**src/rtl/plane_node_pkg.sv**
```systemverilog
`timescale 1ns/1ps
package plane_node_pkg;
  localparam int NODE_WORDS = 16;
  localparam int IDX_W      = $clog2(NODE_WORDS);

  // word positions inside a node (word index = byte offset / 4)
  localparam int W_CTL   = 0;
  localparam int W_PIX   = 5;
  localparam int W_PITCH = 6;
  localparam int W_SIZE  = 7;
  localparam int W_ORG   = 3;
  localparam int W_STOP  = 4;
  localparam int W_LINK  = 9;
  localparam int W_PCTL  = 13;

  // words carrying data; the rest of the node is reserved
  localparam logic [NODE_WORDS-1:0] USED_MASK = 16'hAEFB;

  localparam logic [7:0] OFS_NEXT   = 8'h24;
  localparam logic [7:0] OFS_STATUS = 8'h68;

  typedef struct packed {
    logic vsyncTick;   // a vsync edge this cycle
    logic startFetch;  // latch pointer, begin reading
    logic captureWord; // memRdata valid for current word
    logic lastWord;    // captured word is the final one
    logic discard;     // fetch made stale by a late vsync
    logic lateErr;     // vsync during fetch
    logic alignErr;    // vsync with misaligned pointer
  } strobe_t;
endpackage

```
**src/rtl/plane_node_ctrl.sv**
```systemverilog
`timescale 1ns/1ps
module plane_node_ctrl
  import plane_node_pkg::*;
(
  input  logic             clk,
  input  logic             rstN,
  input  logic             vsync,
  input  logic             memRvalid,
  input  logic             nextZero,
  input  logic             nextMisaligned,
  output logic             memReq,
  output logic [IDX_W-1:0] wordIdx,
  output strobe_t          st
);
  localparam logic [IDX_W-1:0] LAST_IDX = IDX_W'(NODE_WORDS - 1);

  typedef enum logic {ST_IDLE, ST_FETCH} state_t;
  state_t state;
  logic   stale;

  assign memReq = (state == ST_FETCH);

  always_comb begin
    st           = '0;
    st.vsyncTick = vsync;
    if (vsync && state == ST_IDLE && !nextZero) begin
      if (nextMisaligned) st.alignErr   = 1'b1;
      else                st.startFetch = 1'b1;
    end
    if (vsync && state == ST_FETCH) st.lateErr = 1'b1;
    if (state == ST_FETCH && memRvalid) begin
      st.captureWord = 1'b1;
      st.lastWord    = (wordIdx == LAST_IDX);
      st.discard     = stale || vsync;
    end
  end

  always_ff @(posedge clk or negedge rstN) begin
    if (!rstN) begin
      state   <= ST_IDLE;
      wordIdx <= '0;
      stale   <= 1'b0;
    end else begin
      case (state)
        ST_IDLE: if (st.startFetch) begin
          state   <= ST_FETCH;
          wordIdx <= '0;
          stale   <= 1'b0;
        end
        ST_FETCH: begin
          if (vsync) stale <= 1'b1;
          if (memRvalid) begin
            if (wordIdx == LAST_IDX) state <= ST_IDLE;
            else wordIdx <= wordIdx + 1'b1;
          end
        end
        default: state <= ST_IDLE;
      endcase
    end
  end


  no_fetch_on_zero_chk: assert property (@(posedge clk) disable iff (!rstN)
    (vsync && state == ST_IDLE && nextZero) |=> !memReq);

  no_fetch_on_misalign_chk: assert property (@(posedge clk) disable iff (!rstN)
    (vsync && state == ST_IDLE && nextMisaligned) |=> !memReq);
endmodule

```
**src/rtl/plane_node_dp.sv**
```systemverilog
`timescale 1ns/1ps
module plane_node_dp
  import plane_node_pkg::*;
#(
  parameter int ADDR_W = 32,
  parameter int REG_AW = 8
)(
  input  logic              clk,
  input  logic              rstN,
  input  strobe_t           st,
  input  logic [IDX_W-1:0]  wordIdx,
  input  logic [31:0]       memRdata,
  input  logic              regWr,
  input  logic [REG_AW-1:0] regAddr,
  input  logic [31:0]       regWdata,
  input  logic              fieldTop,
  input  logic              underflow,
  output logic [ADDR_W-1:0] memAddr,
  output logic              nextZero,
  output logic              nextMisaligned,
  output logic [31:0]       regRdata,
  output logic              planeShow,
  output logic [31:0]       actPixAddr,
  output logic [31:0]       actPitch,
  output logic [31:0]       actSize,
  output logic [31:0]       actOrigin,
  output logic [31:0]       actStop
);
  localparam int LAST = NODE_WORDS - 1;

  logic [31:0]       stageW [NODE_WORDS];
  logic [31:0]       actW   [NODE_WORDS];
  logic [31:0]       fullNode [NODE_WORDS];
  logic [ADDR_W-1:0] nextNode, baseAddr;
  logic              pendValid, loaded;
  logic [3:0]        status;   // {field, misalign, late, underflow}
  logic              commitNow, commitAct, commitPend, applyPend, waitBit;
  logic              nextWr, statWr;

  assign nextWr = regWr && regAddr == REG_AW'(OFS_NEXT);
  assign statWr = regWr && regAddr == REG_AW'(OFS_STATUS);

  always_comb begin
    for (int i = 0; i < NODE_WORDS; i++)
      fullNode[i] = (i == LAST) ? memRdata : stageW[i];
  end

  assign waitBit    = stageW[W_CTL][31];
  assign commitNow  = st.captureWord && st.lastWord && !st.discard;
  assign commitAct  = commitNow && !waitBit;
  assign commitPend = commitNow && waitBit;
  assign applyPend  = st.vsyncTick && pendValid;

  for (genvar i = 0; i < NODE_WORDS; i++) begin : g_word
    if (USED_MASK[i]) begin : g_kept
      logic [31:0] stg, pnd, cur;
      always_ff @(posedge clk or negedge rstN) begin
        if (!rstN) begin
          stg <= '0;
          pnd <= '0;
          cur <= '0;
        end else begin
          if (st.captureWord && wordIdx == IDX_W'(i)) stg <= memRdata;
          if (commitPend) pnd <= fullNode[i];
          if (commitAct)      cur <= fullNode[i];
          else if (applyPend) cur <= pnd;
        end
      end
      assign stageW[i] = stg;
      assign actW[i]   = cur;
    end else begin : g_rsvd
      assign stageW[i] = '0;
      assign actW[i]   = '0;
    end
  end

  always_ff @(posedge clk or negedge rstN) begin
    if (!rstN) begin
      nextNode  <= '0;
      baseAddr  <= '0;
      pendValid <= 1'b0;
      loaded    <= 1'b0;
      status    <= '0;
    end else begin
      if (nextWr)         nextNode <= regWdata[ADDR_W-1:0];
      else if (commitNow) nextNode <= fullNode[W_LINK][ADDR_W-1:0];
      if (st.startFetch) baseAddr <= nextNode;
      if (commitPend)                  pendValid <= 1'b1;
      else if (commitAct || applyPend) pendValid <= 1'b0;
      if (commitAct || applyPend) loaded <= 1'b1;
      status[0] <= underflow    || (status[0] && !(statWr && regWdata[0]));
      status[1] <= st.lateErr   || (status[1] && !(statWr && regWdata[1]));
      status[2] <= st.alignErr  || (status[2] && !(statWr && regWdata[2]));
      if (st.vsyncTick) status[3] <= fieldTop;
    end
  end

  assign memAddr        = baseAddr + ADDR_W'({wordIdx, 2'b00});
  assign nextZero       = (nextNode == '0);
  assign nextMisaligned = |nextNode[3:0];

  always_comb begin
    regRdata = '0;
    if (regAddr == REG_AW'(OFS_NEXT))
      regRdata = 32'(nextNode);
    else if (regAddr == REG_AW'(OFS_STATUS))
      regRdata = {28'd0, status};
    else if (regAddr[REG_AW-1:6] == '0 && regAddr[1:0] == 2'b00 &&
             USED_MASK[regAddr[5:2]])
      regRdata = actW[regAddr[5:2]];
  end

  assign planeShow  = loaded && (actW[W_PCTL][1:0] == 2'b00);
  assign actPixAddr = actW[W_PIX];
  assign actPitch   = actW[W_PITCH];
  assign actSize    = actW[W_SIZE];
  assign actOrigin  = actW[W_ORG];
  assign actStop    = actW[W_STOP];


  atomic_update_chk: assert property (@(posedge clk) disable iff (!rstN)
    !$stable(actPixAddr) |-> $past(commitAct || applyPend));

  late_flag_chk: assert property (@(posedge clk) disable iff (!rstN)
    st.lateErr |=> status[1]);

  align_flag_chk: assert property (@(posedge clk) disable iff (!rstN)
    st.alignErr |=> status[2]);

  underflow_flag_chk: assert property (@(posedge clk) disable iff (!rstN)
    underflow |=> status[0]);
endmodule

```
**src/rtl/plane_node_loader.sv**
```systemverilog
`timescale 1ns/1ps
module plane_node_loader
  import plane_node_pkg::*;
#(
  parameter int ADDR_W = 32,
  parameter int REG_AW = 8
)(
  input  logic              clk,
  input  logic              rstN,
  input  logic              regWr,
  input  logic [REG_AW-1:0] regAddr,
  input  logic [31:0]       regWdata,
  output logic [31:0]       regRdata,
  input  logic              vsync,
  input  logic              fieldTop,
  input  logic              underflow,
  output logic              memReq,
  output logic [ADDR_W-1:0] memAddr,
  input  logic              memRvalid,
  input  logic [31:0]       memRdata,
  output logic              planeShow,
  output logic [31:0]       actPixAddr,
  output logic [31:0]       actPitch,
  output logic [31:0]       actSize,
  output logic [31:0]       actOrigin,
  output logic [31:0]       actStop
);
  strobe_t          st;
  logic [IDX_W-1:0] wordIdx;
  logic             nextZero, nextMisaligned;

  plane_node_ctrl u_ctrl (
    .clk(clk), .rstN(rstN), .vsync(vsync), .memRvalid(memRvalid),
    .nextZero(nextZero), .nextMisaligned(nextMisaligned),
    .memReq(memReq), .wordIdx(wordIdx), .st(st)
  );

  plane_node_dp #(.ADDR_W(ADDR_W), .REG_AW(REG_AW)) u_dp (
    .clk(clk), .rstN(rstN), .st(st), .wordIdx(wordIdx), .memRdata(memRdata),
    .regWr(regWr), .regAddr(regAddr), .regWdata(regWdata),
    .fieldTop(fieldTop), .underflow(underflow), .memAddr(memAddr),
    .nextZero(nextZero), .nextMisaligned(nextMisaligned), .regRdata(regRdata),
    .planeShow(planeShow), .actPixAddr(actPixAddr), .actPitch(actPitch),
    .actSize(actSize), .actOrigin(actOrigin), .actStop(actStop)
  );


  addr_step_chk: assert property (@(posedge clk) disable iff (!rstN)
    (memReq && memRvalid && wordIdx != IDX_W'(NODE_WORDS - 1))
      |=> memAddr == $past(memAddr) + ADDR_W'(4));
endmodule

```
**config.mk**
```make
export PLATFORM = sky130hd
export DESIGN_NAME = plane_node_loader
export DESIGN_NICKNAME = d
export VERILOG_FILES = /design/src/rtl/plane_node_pkg.sv /design/src/rtl/plane_node_ctrl.sv /design/src/rtl/plane_node_dp.sv /design/src/rtl/plane_node_loader.sv
export SDC_FILE = /design/constraint.sdc
export NUM_CORES = 2
export LEC_CHECK = 0
export BUFFER_PORTS_ARGS = -buffer_cell sky130_fd_sc_hd__buf_2
export CORE_ASPECT_RATIO = 0.9
export CORE_MARGIN = 2
export CORE_UTILIZATION = 57
export CTS_BUF_LIST = sky130_fd_sc_hd__clkbuf_4 sky130_fd_sc_hd__clkbuf_8
export CTS_CLUSTER_DIAMETER = 40
export CTS_CLUSTER_SIZE = 24
export DETAILED_ROUTE_END_ITERATION = 12
export GPL_ROUTABILITY_DRIVEN = 0
export GPL_TIMING_DRIVEN = 0
export PLACE_DENSITY = 0.81
export SKIP_LAST_GASP = 1
export SYNTH_ARGS = -nofsm -noshare
export SYNTH_HDL_FRONTEND = slang
export SYNTH_HIERARCHICAL = 1
export SYNTH_SLANG_ARGS = --single-unit
export TNS_END_PERCENT = 20
```
**constraint.sdc**
```tcl
create_clock -name clk -period 3 [get_ports clk]
set_clock_uncertainty 0.2 [all_clocks]
set_input_delay 0.15 -clock clk [delete_from_list [all_inputs] [get_ports clk]]
set_output_delay 0.15 -clock clk [all_outputs]
set_load 0.01 [all_outputs]
```
### Word level (Yosys, flattened, before mapping)

Memory sizes are Yosys's and may differ from the RTL's.
Cells that the tools add are included.

| storage, ports and cells | value |
|---|---|
| register bits after elaboration | 1196 |
| memory bits (read-only) | 16 |
| input bits | 79 |
| word-level logic and storage cells | 173 |
| memories kept | 1 |

Memory list:

| memory | depth | bits a word | read ports | clocked after Yosys merged registers in | wr ports | RTL line | RTL |
|---|---|---|---|---|---|---|---|
| (name not given) | 16 | 1 | 1 | 0 | 0 | plane_node_dp.sv:109 | `USED_MASK[regAddr[5:2]])` |

| cells by class | value |
|---|---|
| add/subtract/negate cells | 2 |
| $lt $le $gt $ge | 2 |
| equality and inequality tests | 17 |
| muxes and demuxes | 52 |
| bitwise gates (word level) | 2 |
| reduce and logical (&&, ||, !) cells | 53 |

Operators with widths:

| kind | count |
|---|---|
| $mux 32 | 31 |
| $bmux 32 s4 | 1 |
| $add 32x6->32 | 1 |
| $logic_not 32->1 | 1 |
| $logic_and 1x1->1 | 31 |
| $eq 4x4->1 const B | 5 |
| $eq 4x3->1 const B | 4 |
| $mux 1 | 13 |
| $mux 4 | 3 |
| $eq 8x6->1 const B | 1 |
| $eq 8x7->1 const B | 1 |
| $ne 2x2->1 const B | 4 |
| $pmux 4 s2 | 1 |
| $logic_not 1->1 | 6 |
| $logic_not 2->1 | 3 |
| $reduce_bool 2->1 | 3 |
| $ge 5x5->1 const B | 1 |
| $logic_or 1x1->1 | 5 |
| $lt 4x5->1 const B | 1 |
| $not 4->5 | 1 |
| $add 4x1->4 const B | 1 |
| $eq 4x1->1 const B | 1 |
| $eq 4x2->1 const B | 1 |
| $logic_not 4->1 | 1 |
| 6 further kinds | 7 |

### Longest topological paths before layout

| depth | value |
|---|---|
| depth in word-level cells | 8 |
| gate-level depth with buffers | 11 |
| gate-level depth less buffers | 7 |

### Cells and area by module

The synthesis kept the hierarchy.

Modules (own cells, without submodules):

| module | instances | cells an instance | area each (sq um) | seq. area each (sq um) |
|---|---|---|---|---|
| plane_node_dp | 1 | 4607 | 51795.9 | 29778.6 |
| plane_node_ctrl | 1 | 38 | 366.6 | 150.1 |

### Least setup slack after synthesis

OpenSTA, ideal clock, no wires.

| timing | value |
|---|---|
| kind | reg-to-reg |
| start | register u_dp.nextNode[1] |
| end | register u_dp.baseAddr[10] |
| setup time | 0.125 ns |
| data arrival time | 2.487 ns |
| required time | 2.675 ns |
| path slack | 0.188 ns |
| stages on the path, launching flop included | 7 |
| buffers on the path | 2 |
| period minus slack after synthesis | 2.812 ns |
| cell sequence | dfrtp_1 or4_1 or4b_4 clkinv_2 clkbuf_1 buf_1 mux2_2 |

RTL lines:

| element | RTL line | RTL |
|---|---|---|
| from (decl) | plane_node_dp.sv:34 | `logic [ADDR_W-1:0] nextNode, baseAddr;` |
| from (signal assigned) | plane_node_dp.sv:85 | `if (nextWr) nextNode <= regWdata[ADDR_W-1:0];` |
| from (signal assigned) | plane_node_dp.sv:86 | `else if (commitNow) nextNode <= fullNode[W_LINK][ADDR_W-1:0];` |
| to (signal assigned) | plane_node_dp.sv:87 | `if (st.startFetch) baseAddr <= nextNode;` |
| to (decl) | plane_node_dp.sv:34 |  |

### Final worst setup path

| timing | value |
|---|---|
| start | register u_dp.baseAddr[2] |
| end | output port memAddr[14] |

| between the ends | value |
|---|---|
| cells in the longest elaborated chain, start to end | 1 |

RTL lines:

| element | RTL line | RTL |
|---|---|---|
| $add 32x6->32 | plane_node_dp.sv:98 | `assign memAddr = baseAddr + ADDR_W'({wordIdx, 2'b00});` |
| to (decl) | plane_node_loader.sv:18 | `output logic [ADDR_W-1:0] memAddr,` |

Every way passes these cells.

==> impl_metrics.yaml <==
clocking:
  cts.clk_slew.worst_paths_ns: 0.10
  cts_sinks: 1196
  htreeDepth: 4
  cts_tree: "done"
  clk_latency_ns: 0.85
  root_buffer: "clkbuf_8"
  numCtsBuffers: 140
  clockBufferDepth: 3
global_routing:
  grt_use_total: 0.372
  grt_overflow: 0
  grt_max_degree: 183
  grt_first_pass_wirelength_mm: 261
  grt_pass1_vias: 42499
  antenna_found_initial: 10
sta:
  setup_violations: 511
  fin_ws_ns: -0.410
  fin_crit_sh: 1.14
  max_freq_ghz: 0.293
  worst_slew_pin_slew_ns: 1.38
  hold-worst-slack_ns: 0.0437
  relSlewSlack: 0.0777
  hold_violations: 0
  rsz0062_at_grt: "yes"
  slew_viol_final: 0
  fin_crit_ns: 3.41
logic_synthesis:
  synthDistinctLibCells: 58
  yosysWarnings: 6
  synth-main-ff-cell: "dfrtp_1"
  ys_seq_elements: 1196
  yosysSeqAreaShare: 0.574
  synth_cells: 4645
  synthesis.area_um2: 52200
  synth_fp_nets: 4730
  synth.area.top_cells: "dfrtp_1 (57%), mux2_2 (16%), nand2_1 (5.9%)"
  syn_area_per_cell_um2: 11.2
  async_flop_share: 1.00
  synth_edf_count: 0
  synth.largest_area_cell: "dfrtp_1"
  synth_top_area_frac: 0.574
status:
  failed_checks: "setup timing"
  status: "complete, but fails checks"
floorplanning:
  coreArea_um2: 90900
  rows: 105
  io_pins: 305
  die_x_um: 323
  dieArea_um2: 94000
  start_util: 0.574
  die_h_um: 291
routing:
  route.met3.wl_mm: 23.3
  firstDrtPassIters: 9
  vias: 42871
  dr.max_layer_used: "met5"
  wl_met1_mm: 63.4
  viasPerCell: 6.46
  wl_mm: 177
  drt_iter0_markers: 6147
  wl_met2_mm: 77.6
  drc_errors: 0
  ant_nets: 0
  wl_per_cell_um: 26.7
flow_run:
  drv_cap: 0
power_and_ir_drop:
  power.total_w: 0.0426
  p_leak_nw: 30.2
  vdd_drop_max_mv: 0.484
  power_density_nw_per_um2: 695
placed_design:
  placed_cell_area_um2: 55400
  place_hpwl_mm: 121
  dpl.cell_count: 6184
  portBuffers: 302
final_layout:
  final_cells: 6640
  stdcell_area_um2: 61300
  area.growth.synth_to_final_pct: 17.5
  fill_cells: 6297
  fin_nets: 5371
  fin_util: 0.674
  drive_gt1_frac: 0.298
hold_path:
  hp-class: "in -> reg"
critical_path:
  cp_max_fo: 8
  end_kind: "primary output"
  arrival_ns: 3.06
  critPathLaunchType: "flop"
  r2r_slack_ns: -0.24
  worst-setup-path-type: "reg -> out"
  worstPathRequired_ns: 2.65
## cell families after synthesis
kind of cell / synth area share
buffers and inverters: 0.0314
multiplexers: 0.201
XOR/XNOR: 0.00470
AND/OR/NAND/NOR: 0.104
AO/OA/AOI/OAI: 0.0832
adder cells (fa/ha/maj): 0.00158
flip-flops: 0.574
## per-layer routing
layer	vias to the layer above	global-route usage
met5	-	0
met4	6	0.229
met3	784	0.133
met2	3090	0.545
met1	21459	0.471
li1	17532	-
## state kept, by name (all words and copies together), names as in the netlist, 4 cells and up
name and cells:
u_dp/g_word.g_kept.pnd 384, u_dp/g_word.g_kept.stg 352, u_dp/g_word.g_kept.cur 224, u_dp/actOrigin 32, u_dp/actPitch 32, u_dp/actPixAddr 32
u_dp/actSize 32, u_dp/actStop 32, u_dp/baseAddr 32, u_dp/nextNode 32, u_ctrl/wordIdx 4, u_dp/status 4
## power breakdown
part           internal [W]  total (W)  switching, W  leakage (nW)
registers            0.0191     0.0219       0.00279          16.2
logic               0.00360    0.00714       0.00354          12.3
clock network       0.00684     0.0136       0.00676          1.70
## final cells by class
type | count | area, um^2 | share of cell area
Sequential cell | 1196 | 29900 | 0.488
Multi-Input combinational cell | 3060 | 20900 | 0.340
Timing Repair Buffer | 503 | 3630 | 0.0592
Clock buffer | 164 | 2200 | 0.0359
Buffer | 373 | 1840 | 0.0300
Tap cell | 1230 | 1540 | 0.0251
Clock inverter | 95 | 1220 | 0.0199
Inverter | 12 | 46.3 | 0.000755
Antenna cell | 7 | 17.5 | 0.000286
## final timing paths
path                                                from                              to  cells past startpoint
setup / recovery                        u_dp/baseAddr[2]                     memAddr[14]                     10
hold / removal                               memRdata[1]   u_dp/g_word[11].g_kept.stg[1]                      3
setup reg to reg                           u_ctrl/memReq  u_dp/g_word[11].g_kept.stg[27]                      7
hold reg to reg            u_dp/g_word[0].g_kept.pnd[31]   u_dp/g_word[0].g_kept.pnd[31]                      1
max in group asynchronous                           rstN              u_dp/actPixAddr[9]                      5
min in group asynchronous                           rstN  u_dp/g_word[11].g_kept.pnd[18]                      3
## critical path, stage by stage (launching register included)
cell and delay (ns):
dfrtp_1 0.41, ha_4 0.16, inv_2 0.04, fa_2 0.41
nor2b_2 0.18, o31a_1 0.25, buf_8 0.18, buf_6 0.11
nand3_2 0.09, xnor2_1 0.21, buf_2 0.16
## repair_timing
action | in CTS | in global routing
pin swaps | 6 | 18
buffers inserted | 11 | 8
hold buffers | 175 | 0
gates cloned | 0 | 0
setup endpoints to repair | 920 | 982
hold endpoints to repair | 976 | 0
resized for setup | 110 | 167
## cells in the final DEF, fill, tap and decap left out, types with 159 or more instances in the layout
cell	n
clkbuf_8	159
nor2_1	456
dlygate4sd3_1	174
buf_2	377
a31oi_1	418
clkbuf_1	162
dfrtp_1	1188
mux2_2	752
nand2_1	823
mux2i_1	189
## stage by stage
step / TNS, ns / setup WS, ns
CTS: -17.67 / -0.195
global route: -58.27 / -0.459
global placement: - / -23.94
detailed placement: -506.07 / -1.08
floorplan: 0 / 0.188
finish: -54.42 / -0.410
## Yosys cell counts, types with 27 or more instances
library cell,n
a31oi_1,418
a21oi_1,96
nand2_1,825
o21ai_0,69
nor2_1,456
o31ai_1,28
mux2i_1,189
clkbuf_1,264
mux2_2,752
a22oi_1,36
a211oi_1,32
dfrtp_1,1196
buf_2,85
xnor2_1,27
No activity file was read; power rests on OpenSTA's default activity.
